===== config.mk =====
export PLATFORM = sky130hd
export DESIGN_NAME = txn_lock_seq
export DESIGN_NICKNAME = d
export VERILOG_FILES = /design/src/rtl/txn_lock_pkg.sv /design/src/rtl/txn_lock_plan.sv /design/src/rtl/txn_lock_lanes.sv /design/src/rtl/txn_lock_seq.sv
export SDC_FILE = /design/constraint.sdc
export NUM_CORES = 1
export LEC_CHECK = 0
export BUFFER_PORTS_ARGS = -buffer_cell sky130_fd_sc_hd__buf_4
export CAP_MARGIN = 20
export CORE_ASPECT_RATIO = 0.5
export CORE_UTILIZATION = 35
export DETAILED_ROUTE_END_ITERATION = 12
export PLACE_DENSITY_LB_ADDON = 0.15
export SETUP_SLACK_MARGIN = 0.05
export SYNTH_ARGS = -nofsm -noshare
export SYNTH_HDL_FRONTEND = slang
export SYNTH_HIERARCHICAL = 1
export SYNTH_SLANG_ARGS = --single-unit

===== constraint.sdc =====
create_clock -name clk_i -period 2.5 [get_ports clk_i]
set_clock_uncertainty 0.1 [all_clocks]
set_input_delay 0.125 -clock clk_i [delete_from_list [all_inputs] [get_ports clk_i]]
set_output_delay 0.125 -clock clk_i [all_outputs]
set_load 0.1 [all_outputs]

===== src/rtl/txn_lock_pkg.sv =====
package txn_lock_pkg;

    typedef enum logic [1:0] {
        PH_IDLE = 2'd0,
        PH_ADDR = 2'd1,
        PH_DATA = 2'd2
    } phase_e;

    localparam logic [1:0] SZ_32   = 2'd0;
    localparam logic [1:0] SZ_64   = 2'd1;
    localparam logic [1:0] SZ_LINE = 2'd2;

    // log2 of bus width in bytes
    localparam logic [1:0] WL_8  = 2'd0;
    localparam logic [1:0] WL_16 = 2'd1;
    localparam logic [1:0] WL_32 = 2'd2;

endpackage


===== src/rtl/txn_lock_plan.sv =====
module txn_lock_plan
    import txn_lock_pkg::*;
#(
    parameter int ADDR_W   = 32,
    parameter int LINE_LOG = 4,
    parameter int CNT_W    = LINE_LOG + 1
) (
    input  logic [1:0]        size_i,
    input  logic              write_i,
    input  logic              bus8_n_i,
    input  logic              bus16_n_i,
    input  logic              cache_en_n_i,
    input  logic [ADDR_W-1:0] addr_i,
    output logic [1:0]        wlog_o,
    output logic [CNT_W-1:0]  count_o,
    output logic [ADDR_W-1:0] base_o
);

    logic [3:0] bytes_log;

    always_comb begin
        case (size_i)
            SZ_64:   bytes_log = 4'd3;
            SZ_LINE: bytes_log = (!write_i && !cache_en_n_i) ? 4'(LINE_LOG) : 4'd2;
            default: bytes_log = 4'd2;
        endcase

        if (!bus8_n_i)       wlog_o = WL_8;
        else if (!bus16_n_i) wlog_o = WL_16;
        else                 wlog_o = WL_32;

        count_o = CNT_W'(1) << (bytes_log - {2'b00, wlog_o});
        base_o  = addr_i & ~((ADDR_W'(1) << bytes_log) - ADDR_W'(1));
    end

endmodule


===== src/rtl/txn_lock_lanes.sv =====
module txn_lock_lanes
    import txn_lock_pkg::*;
(
    input  logic       clk_i,
    input  logic       rst_ni,
    input  logic       active_i,
    input  logic [1:0] wlog_i,
    input  logic [1:0] low_i,
    output logic [3:0] be_n_o
);

    for (genvar l = 0; l < 4; l++) begin : g_lane
        logic on;
        always_comb begin
            case (wlog_i)
                WL_8:    on = (low_i == 2'(l));
                WL_16:   on = (low_i[1] == l[1]);
                default: on = 1'b1;
            endcase
        end
        assign be_n_o[l] = !(active_i && on);
    end

    AST_BYTE_LANE_ONE: assert property (@(posedge clk_i) disable iff (!rst_ni)
        (active_i && wlog_i == WL_8) |-> ($countones(~be_n_o) == 1));

endmodule


===== src/rtl/txn_lock_seq.sv =====
module txn_lock_seq
    import txn_lock_pkg::*;
#(
    parameter int ADDR_W   = 32,
    parameter int LINE_LOG = 4
) (
    input  logic              clk_i,
    input  logic              rst_ni,
    input  logic              req_valid_i,
    output logic              req_ready_o,
    input  logic [1:0]        req_size_i,
    input  logic              req_write_i,
    input  logic [ADDR_W-1:0] req_addr_i,
    input  logic              bus8_n_i,
    input  logic              bus16_n_i,
    input  logic              cache_en_n_i,
    input  logic              ready_n_i,
    input  logic              burst_ready_n_i,
    output logic              addr_strobe_n_o,
    output logic [ADDR_W-1:0] cyc_addr_o,
    output logic [3:0]        byte_en_n_o,
    output logic              final_n_o,
    output logic              xlock_n_o
);

    localparam int CNT_W = LINE_LOG + 1;

    typedef struct packed {
        phase_e              phase;
        logic [ADDR_W-1:0]   addr;
        logic [CNT_W-1:0]    rem;
        logic [1:0]          wlog;
        logic                first;
        logic                wr64;
    } seq_st_t;

    seq_st_t st_d, st_q;

    logic [1:0]        plan_wlog;
    logic [CNT_W-1:0]  plan_count;
    logic [ADDR_W-1:0] plan_base;
    logic              cyc_ready;
    logic              active;
    logic              last_cyc;

    txn_lock_plan #(
        .ADDR_W   (ADDR_W),
        .LINE_LOG (LINE_LOG),
        .CNT_W    (CNT_W)
    ) plan_i (
        .size_i       (req_size_i),
        .write_i      (req_write_i),
        .bus8_n_i     (bus8_n_i),
        .bus16_n_i    (bus16_n_i),
        .cache_en_n_i (cache_en_n_i),
        .addr_i       (req_addr_i),
        .wlog_o       (plan_wlog),
        .count_o      (plan_count),
        .base_o       (plan_base)
    );

    assign cyc_ready = !ready_n_i || !burst_ready_n_i;

    always_comb begin
        st_d = st_q;
        case (st_q.phase)
            PH_IDLE: begin
                if (req_valid_i) begin
                    st_d.phase = PH_ADDR;
                    st_d.addr  = plan_base;
                    st_d.rem   = plan_count;
                    st_d.wlog  = plan_wlog;
                    st_d.first = 1'b1;
                    st_d.wr64  = (req_size_i == SZ_64) && req_write_i;
                end
            end
            PH_ADDR: begin
                st_d.phase = PH_DATA;
            end
            PH_DATA: begin
                if (cyc_ready) begin
                    st_d.first = 1'b0;
                    if (st_q.rem == CNT_W'(1)) begin
                        st_d.phase = PH_IDLE;
                        st_d.wr64  = 1'b0;
                    end else begin
                        st_d.phase = PH_ADDR;
                        st_d.addr  = st_q.addr + (ADDR_W'(1) << st_q.wlog);
                        st_d.rem   = st_q.rem - CNT_W'(1);
                    end
                end
            end
            default: st_d.phase = PH_IDLE;
        endcase
    end

    always_ff @(posedge clk_i) begin
        if (!rst_ni) begin
            st_q.phase <= PH_IDLE;
            st_q.addr  <= '0;
            st_q.rem   <= '0;
            st_q.wlog  <= WL_32;
            st_q.first <= 1'b0;
            st_q.wr64  <= 1'b0;
        end else begin
            st_q <= st_d;
        end
    end

    assign active          = (st_q.phase != PH_IDLE);
    assign last_cyc        = (st_q.rem == CNT_W'(1));
    assign req_ready_o     = !active;
    assign addr_strobe_n_o = !(st_q.phase == PH_ADDR);
    assign cyc_addr_o      = st_q.addr;
    assign final_n_o       = !(active && (last_cyc || (st_q.wr64 && st_q.first)));
    assign xlock_n_o       = !(active && !last_cyc);

    txn_lock_lanes lanes_i (
        .clk_i    (clk_i),
        .rst_ni   (rst_ni),
        .active_i (active),
        .wlog_i   (st_q.wlog),
        .low_i    (st_q.addr[1:0]),
        .be_n_o   (byte_en_n_o)
    );

    AST_IDLE_QUIET: assert property (@(posedge clk_i) disable iff (!rst_ni)
        req_ready_o |-> (addr_strobe_n_o && final_n_o && xlock_n_o && byte_en_n_o == 4'hF));

    AST_ADDR_ONE_CLOCK: assert property (@(posedge clk_i) disable iff (!rst_ni)
        !addr_strobe_n_o |=> (addr_strobe_n_o && !req_ready_o));

    AST_WAIT_HOLDS: assert property (@(posedge clk_i) disable iff (!rst_ni)
        (st_q.phase == PH_DATA && !cyc_ready) |=> ($stable(cyc_addr_o) && $stable(byte_en_n_o)
            && $stable(final_n_o) && $stable(xlock_n_o)));

    AST_LOCK_TO_NEXT: assert property (@(posedge clk_i) disable iff (!rst_ni)
        (st_q.phase == PH_DATA && cyc_ready && !xlock_n_o) |=> !addr_strobe_n_o);

    AST_FINAL_TO_IDLE: assert property (@(posedge clk_i) disable iff (!rst_ni)
        (st_q.phase == PH_DATA && cyc_ready && xlock_n_o) |=> req_ready_o);

    AST_IDLE_READY_IGNORED: assert property (@(posedge clk_i) disable iff (!rst_ni)
        (req_ready_o && !req_valid_i) |=> req_ready_o);

    AST_WR64_BOTH: assert property (@(posedge clk_i) disable iff (!rst_ni)
        (!req_ready_o && st_q.wr64 && st_q.first) |-> (!final_n_o && !xlock_n_o));

    AST_INVERSE_PAIR: assert property (@(posedge clk_i) disable iff (!rst_ni)
        (!req_ready_o && !(st_q.wr64 && st_q.first)) |-> (final_n_o != xlock_n_o));

endmodule


* Word-level counts from Yosys, hierarchy flattened
Index checks and enable logic that the tools add are counted.
** Storage, ports and cells
- Bits in registers :: 43
- Input port bits :: 43
- Output and inout port bits :: 40
- Word-level logic and storage cells :: 80
** Cells by class
- Add/subtract/negate cells :: 4
- Equality and inequality tests :: 13
- Shift operators :: 3
- Multiplexer cells :: 17
- Bitwise logic cells :: 3
- Reduce and logical (&&, ||, !) cells :: 34
** Operators with widths (number)
- $pmux W37 S2 :: 1
- $mux W43 :: 1
- $mux W39 :: 1
- $mux W37 :: 1
- $add A32 B32 Y32 :: 1
- $and A32 B32 Y32 :: 1
- $not A32 Y32 :: 1
- $shl A1 B2 Y32 const A :: 1
- $shl A1 B4 Y32 const A :: 1
- $sub A32 B1 Y32 const B :: 1
- $logic_not A1 Y1 :: 13
- $logic_and A1 B1 Y1 :: 9
- $eq A2 B1 Y1 const B :: 4
- $eq A2 B2 Y1 const B :: 4
- $ne A2 B2 Y1 const B :: 4
- $pmux W1 S2 :: 4
- $pmux W4 S2 :: 1
- $reduce_and A4 Y1 :: 2
- $logic_not A2 Y1 :: 3
- $mux W2 :: 3
- $pmux W2 S3 :: 1
- $eq A5 B1 Y1 const B :: 1
- $shl A1 B4 Y5 const A :: 1
- $sub A5 B1 Y5 const B :: 1
- 9 further kinds :: 13

* Logic depth before layout (Yosys ltp)
- Depth after elaboration :: 10
- Mapped depth :: 12
- Gate-level depth less buffers :: 12

* Cells and area by module
Netlist, hierarchy kept.
** By module, submodules not included
- txn_lock_seq :: instances 1, cells each 390, area an instance 3020.4 µm², seq. area each 860.8 µm²
- txn_lock_plan :: instances 1, cells each 83, area an instance 568.0 µm², seq. area each 0.0 µm²
- txn_lock_lanes :: instances 1, cells each 8, area an instance 47.5 µm², seq. area each 0.0 µm²

* Worst setup path after synthesis
No wires, ideal clock.
- Kind :: register to output
- Start :: register st_q[42] (netlist name)
- End :: output port byte_en_n_o[2]
- Arrival :: 2.491 ns
- Required time :: 2.275 ns
- Path slack :: -0.216 ns
- Cell stages (with the launch flop) :: 5
- Buffers on the path :: 1
- Cells stage by stage :: dfxtp_1 buf_2 or2_2 and2_1 a31oi_1
** On the way
- Cells in the longest elaborated chain, start to end :: 3
** Ends and longest elaborated chain
- from (decl) :: line txn_lock_seq.sv:37 : seq_st_t st_d, st_q;
- from (signal assigned) :: line txn_lock_seq.sv:106 : st_q <= st_d;
- $reduce_bool A2 Y1 :: line txn_lock_seq.sv:110 : assign active = (st_q.phase != PH_IDLE);
- net active :: line txn_lock_seq.sv:43 : logic active;
- $logic_and A1 B1 Y1 :: line txn_lock_lanes.sv:21 : assign be_n_o[l] = !(active_i && on);
- $logic_not A1 Y1 :: line txn_lock_lanes.sv:21
- to (decl) :: line txn_lock_seq.sv:21 : output logic [3:0] byte_en_n_o,
The timed path passes the listed nets, and every way through them passes these cells.

* Worst setup path after layout
- Start :: register st_q[3] (netlist name)
- End :: register st_q (netlist bit cyc_addr_o[24])
** On the way
- Cells in the longest elaborated chain, start to end :: 5
** Ends and longest elaborated chain
- $shl A1 B2 Y32 :: line txn_lock_seq.sv:88 : st_d.addr = st_q.addr + (ADDR_W'(1) << st_q.wlog);
- $add A32 B32 Y32 :: line txn_lock_seq.sv:88
- $mux W37 :: line txn_lock_seq.sv:83 : if (st_q.rem == CNT_W'(1)) begin
- $mux W39 :: line txn_lock_seq.sv:81 : if (cyc_ready) begin
- $pmux W37 S2 :: line txn_lock_seq.sv:66 : case (st_q.phase)
No other way between the ends. The select of a mux whose other input is x is not followed.
A chain may end at the register's enable or synchronous reset.

==> flow_summary.json <==
{
  "clk_pin_slew_ns": 0.06,
  "clk_latency_ns": 0.29,
  "grt_usage_pct": 22.5,
  "cts_tree": "built",
  "synthesis.area_sq_um": 3640,
  "num_rows": 25,
  "cp_cell_sequence": "nor2_1 > ha_2 > fa_2 > a21o_1 > a21oi_2 > or4_4 > o311a_1 > o21a_1",
  "die_w_um": 146,
  "max_clock_freq_mhz": 421,
  "syn_inst": 481,
  "p_sw_mw": 1.11,
  "arrival_ns": 2.47,
  "drt_first_iter_violations": 369,
  "start_kind": "flop",
  "synth_warnings": 6,
  "tns_ns": 0,
  "status": "complete, no violations",
  "final_util_pct": 46.9,
  "async_reset_ff_share_pct": 0,
  "yosys_register_bits": 43,
  "layout-drive-gt1-share_pct": 27.5,
  "setup_ws_ns": 0.123,
  "antenna_cells": 0,
  "fin_area_sq_um": 4570,
  "synth_top_family_by_area": "simple AND/OR/NAND/NOR gates",
  "relSlewSlack_pct": 45.3,
  "grt_overflow": 0,
  "dpl_cell_area_sq_um": 4390,
  "core_sq_um": 9760,
  "ys_seq_area_share_pct": 23.7,
  "fp.dieH_um": 74.1,
  "power_frac_comb_pct": 42.2,
  "dp_hpwl_um": 8940,
  "synthFlopType": "dfxtp_1",
  "p_int_mw": 1.44,
  "crit_type": "reg -> reg",
  "swShare_pct": 43.4,
  "grt_pass1_wl_um": 18800,
  "dp_slack_ns": 0.00158,
  "irDropWorstVdd_mv": 0.267,
  "slew_viol_final": 0,
  "rsz0062_at_grt": "yes",
  "synth_nets": 539,
  "synth_edf_count": 0,
  "synth_most_common_cell": "dfxtp_1",
  "syn_avg_cell_area_sq_um": 7.56,
  "synth_cell_types": 71,
  "hold_path_class": "in -> reg",
  "vias": 3874,
  "start_util_pct": 37.3,
  "antenna_found_initial": 0,
  "clkSinkCount": 43,
  "place_congestion": 0.823,
  "p_leak_nw": 1.86,
  "cellPowerDensity_nw_per_um2": 557,
  "synth_compound_area_share_pct": 27.6,
  "first_pass_iters": 4,
  "critPathRequiredTime_ns": 2.59,
  "cts_root_buf": "clkbuf_16",
  "synth.area.mux_share_pct": 0.551,
  "total_power_mw": 2.55,
  "hold_viol_final": 0,
  "clock_path_buffers": 2,
  "path_max_fanout": 6,
  "p_clk_share_pct": 26.1,
  "worst-path-buf-inv": 0,
  "synth_top_area_share_pct": 23.7,
  "synth-xor-area-share_pct": 0.482,
  "grt_max_degree": 30,
  "period_needed_ns": 2.38,
  "io_pins": 83,
  "wire_per_inst_um": 17.7,
  "avgViaCountPerCell": 5.66,
  "numCtsBuffers": 5,
  "yosys.area_share.simple_pct": 30.0,
  "synthAdderAreaFrac_pct": 5.57,
  "nets": 606,
  "crit_family": "simple AND/OR/NAND/NOR gates",
  "maxCapViolations": 0,
  "critical_path.max_stage_delay_ns": 0.55,
  "drc": 0,
  "wirelength_um": 12100,
  "dieArea_sq_um": 10800,
  "critPathSlowestCell": "or4_4",
  "cp-end-kind": "flop",
  "syn_to_final_growth_pct": 25.8,
  "grt_pass1_vias": 3413,
  "period_share_pct": 95.1,
  "synth_largest_area_cell": "dfxtp_1",
  "pwr-share-seq_pct": 31.7,
  "h-tree-depth": 2,
  "port_buffers": 82,
  "worst_slew_pin_slew_ns": 0.820,
  "setup_viol": 0,
  "synthTopCellsByCount": "43 x dfxtp_1, 41 x nand2_1, 34 x buf_4, 29 x a21oi_1, 28 x nor2_1",
  "synth.area.top_cells": "dfxtp_1 24%, buf_4 7.0%, ha_1 4.5%",
  "postRouteAntennaNets": 0
}
==> registers in the layout (all words and copies together) (netlist names) <==
name	cells
cyc_addr_o	32
st_q	11
==> worst paths after layout <==
| kind | slack (ns) | startpoint | cells past startpoint | end |
|---|---|---|---|---|
| min | 0.01 | burst_ready_n_i | 3 | st_q[42]$_SDFFE_PN0P_ |
| max reg2reg | 0.12 | st_q[3]$_SDFFE_PN1P_ | 8 | cyc_addr_o[24]$_SDFFE_PN0P_ |
| min reg2reg | 0.38 | st_q[1]$_SDFFE_PN0P_ | 2 | st_q[1]$_SDFFE_PN0P_ |
| max | 0.12 | st_q[3]$_SDFFE_PN1P_ | 8 | cyc_addr_o[24]$_SDFFE_PN0P_ |
==> power groups by stage <==
stage	clock network (mW)	logic, mW	registers [mW]
after floorplan	0	0.812	0.801
after global placement	0	1.06	0.820
after global routing	0.702	1.14	0.815
final	0.664	1.08	0.808
after detailed placement	0	1.06	0.820
after CTS	0.676	1.07	0.805
==> cell families after synthesis <==
group / after synthesis
AO/OA/AOI/OAI: 137
XOR/XNOR: 2
adder cells (fa/ha/maj): 15
buffers and inverters: 81
flip-flops: 43
multiplexers: 2
other: 1
AND/OR/NAND/NOR: 200
==> layout by cell type, fill, tap and decap left out, types with 6 or more instances in the layout <==
cell type and count:
o21ai_0 19, and2_1 18, nand3_1 23, dfxtp_1 42, nor2b_1 21, a31oi_1 9, a22oi_1 6, ha_1 12
a311oi_1 9, nand2_1 41, nand4_1 9, buf_4 115, a21oi_1 28, nor2_1 27, nor3_1 18, inv_1 22
and3_1 7
==> stage by stage <==
step / hold WS [ns] / cells
after CTS: 0.00721 / 683
after global routing: 0.0304 / 684
after floorplan: 0.177 / 481
final: 0.00981 / 684
after global placement: 0.314 / 675
after detailed placement: 0.317 / 675
==> area by class of cell <==
cell class,instances,area [sq um]
Fill cell,1012,5190
Multi-Input combinational cell,357,2380
Timing Repair Buffer,119,943
Sequential cell,43,865
Tap cell,135,169
Clock buffer,7,133
Inverter,22,82.6
Clock inverter,1,5.00
==> what timing repair did <==
item,CTS,global route
buffers inserted,0,1
pin swaps,0,2
resized for setup,2,10
endpoints found under the setup margin,2,12
hold buffers,0,0
==> routing by layer <==
metal | global-route usage (%) | vias up | share of wire [%]
met3 | 4.42 | 7 | 6.7
li1 | - | 1891 | -
met2 | 32.0 | 141 | 39
met4 | 4.17 | 0 | 0.64
met1 | 34.7 | 1835 | 53
met5 | 0 | - | 0
==> worst min-delay path: cells and delay by family <==
kind            cells  cell delay, ns
simple gates        1            0.06
buf+inv             1            0.12
compound gates      1            0.05
Power figures use the tool's default switching activity.
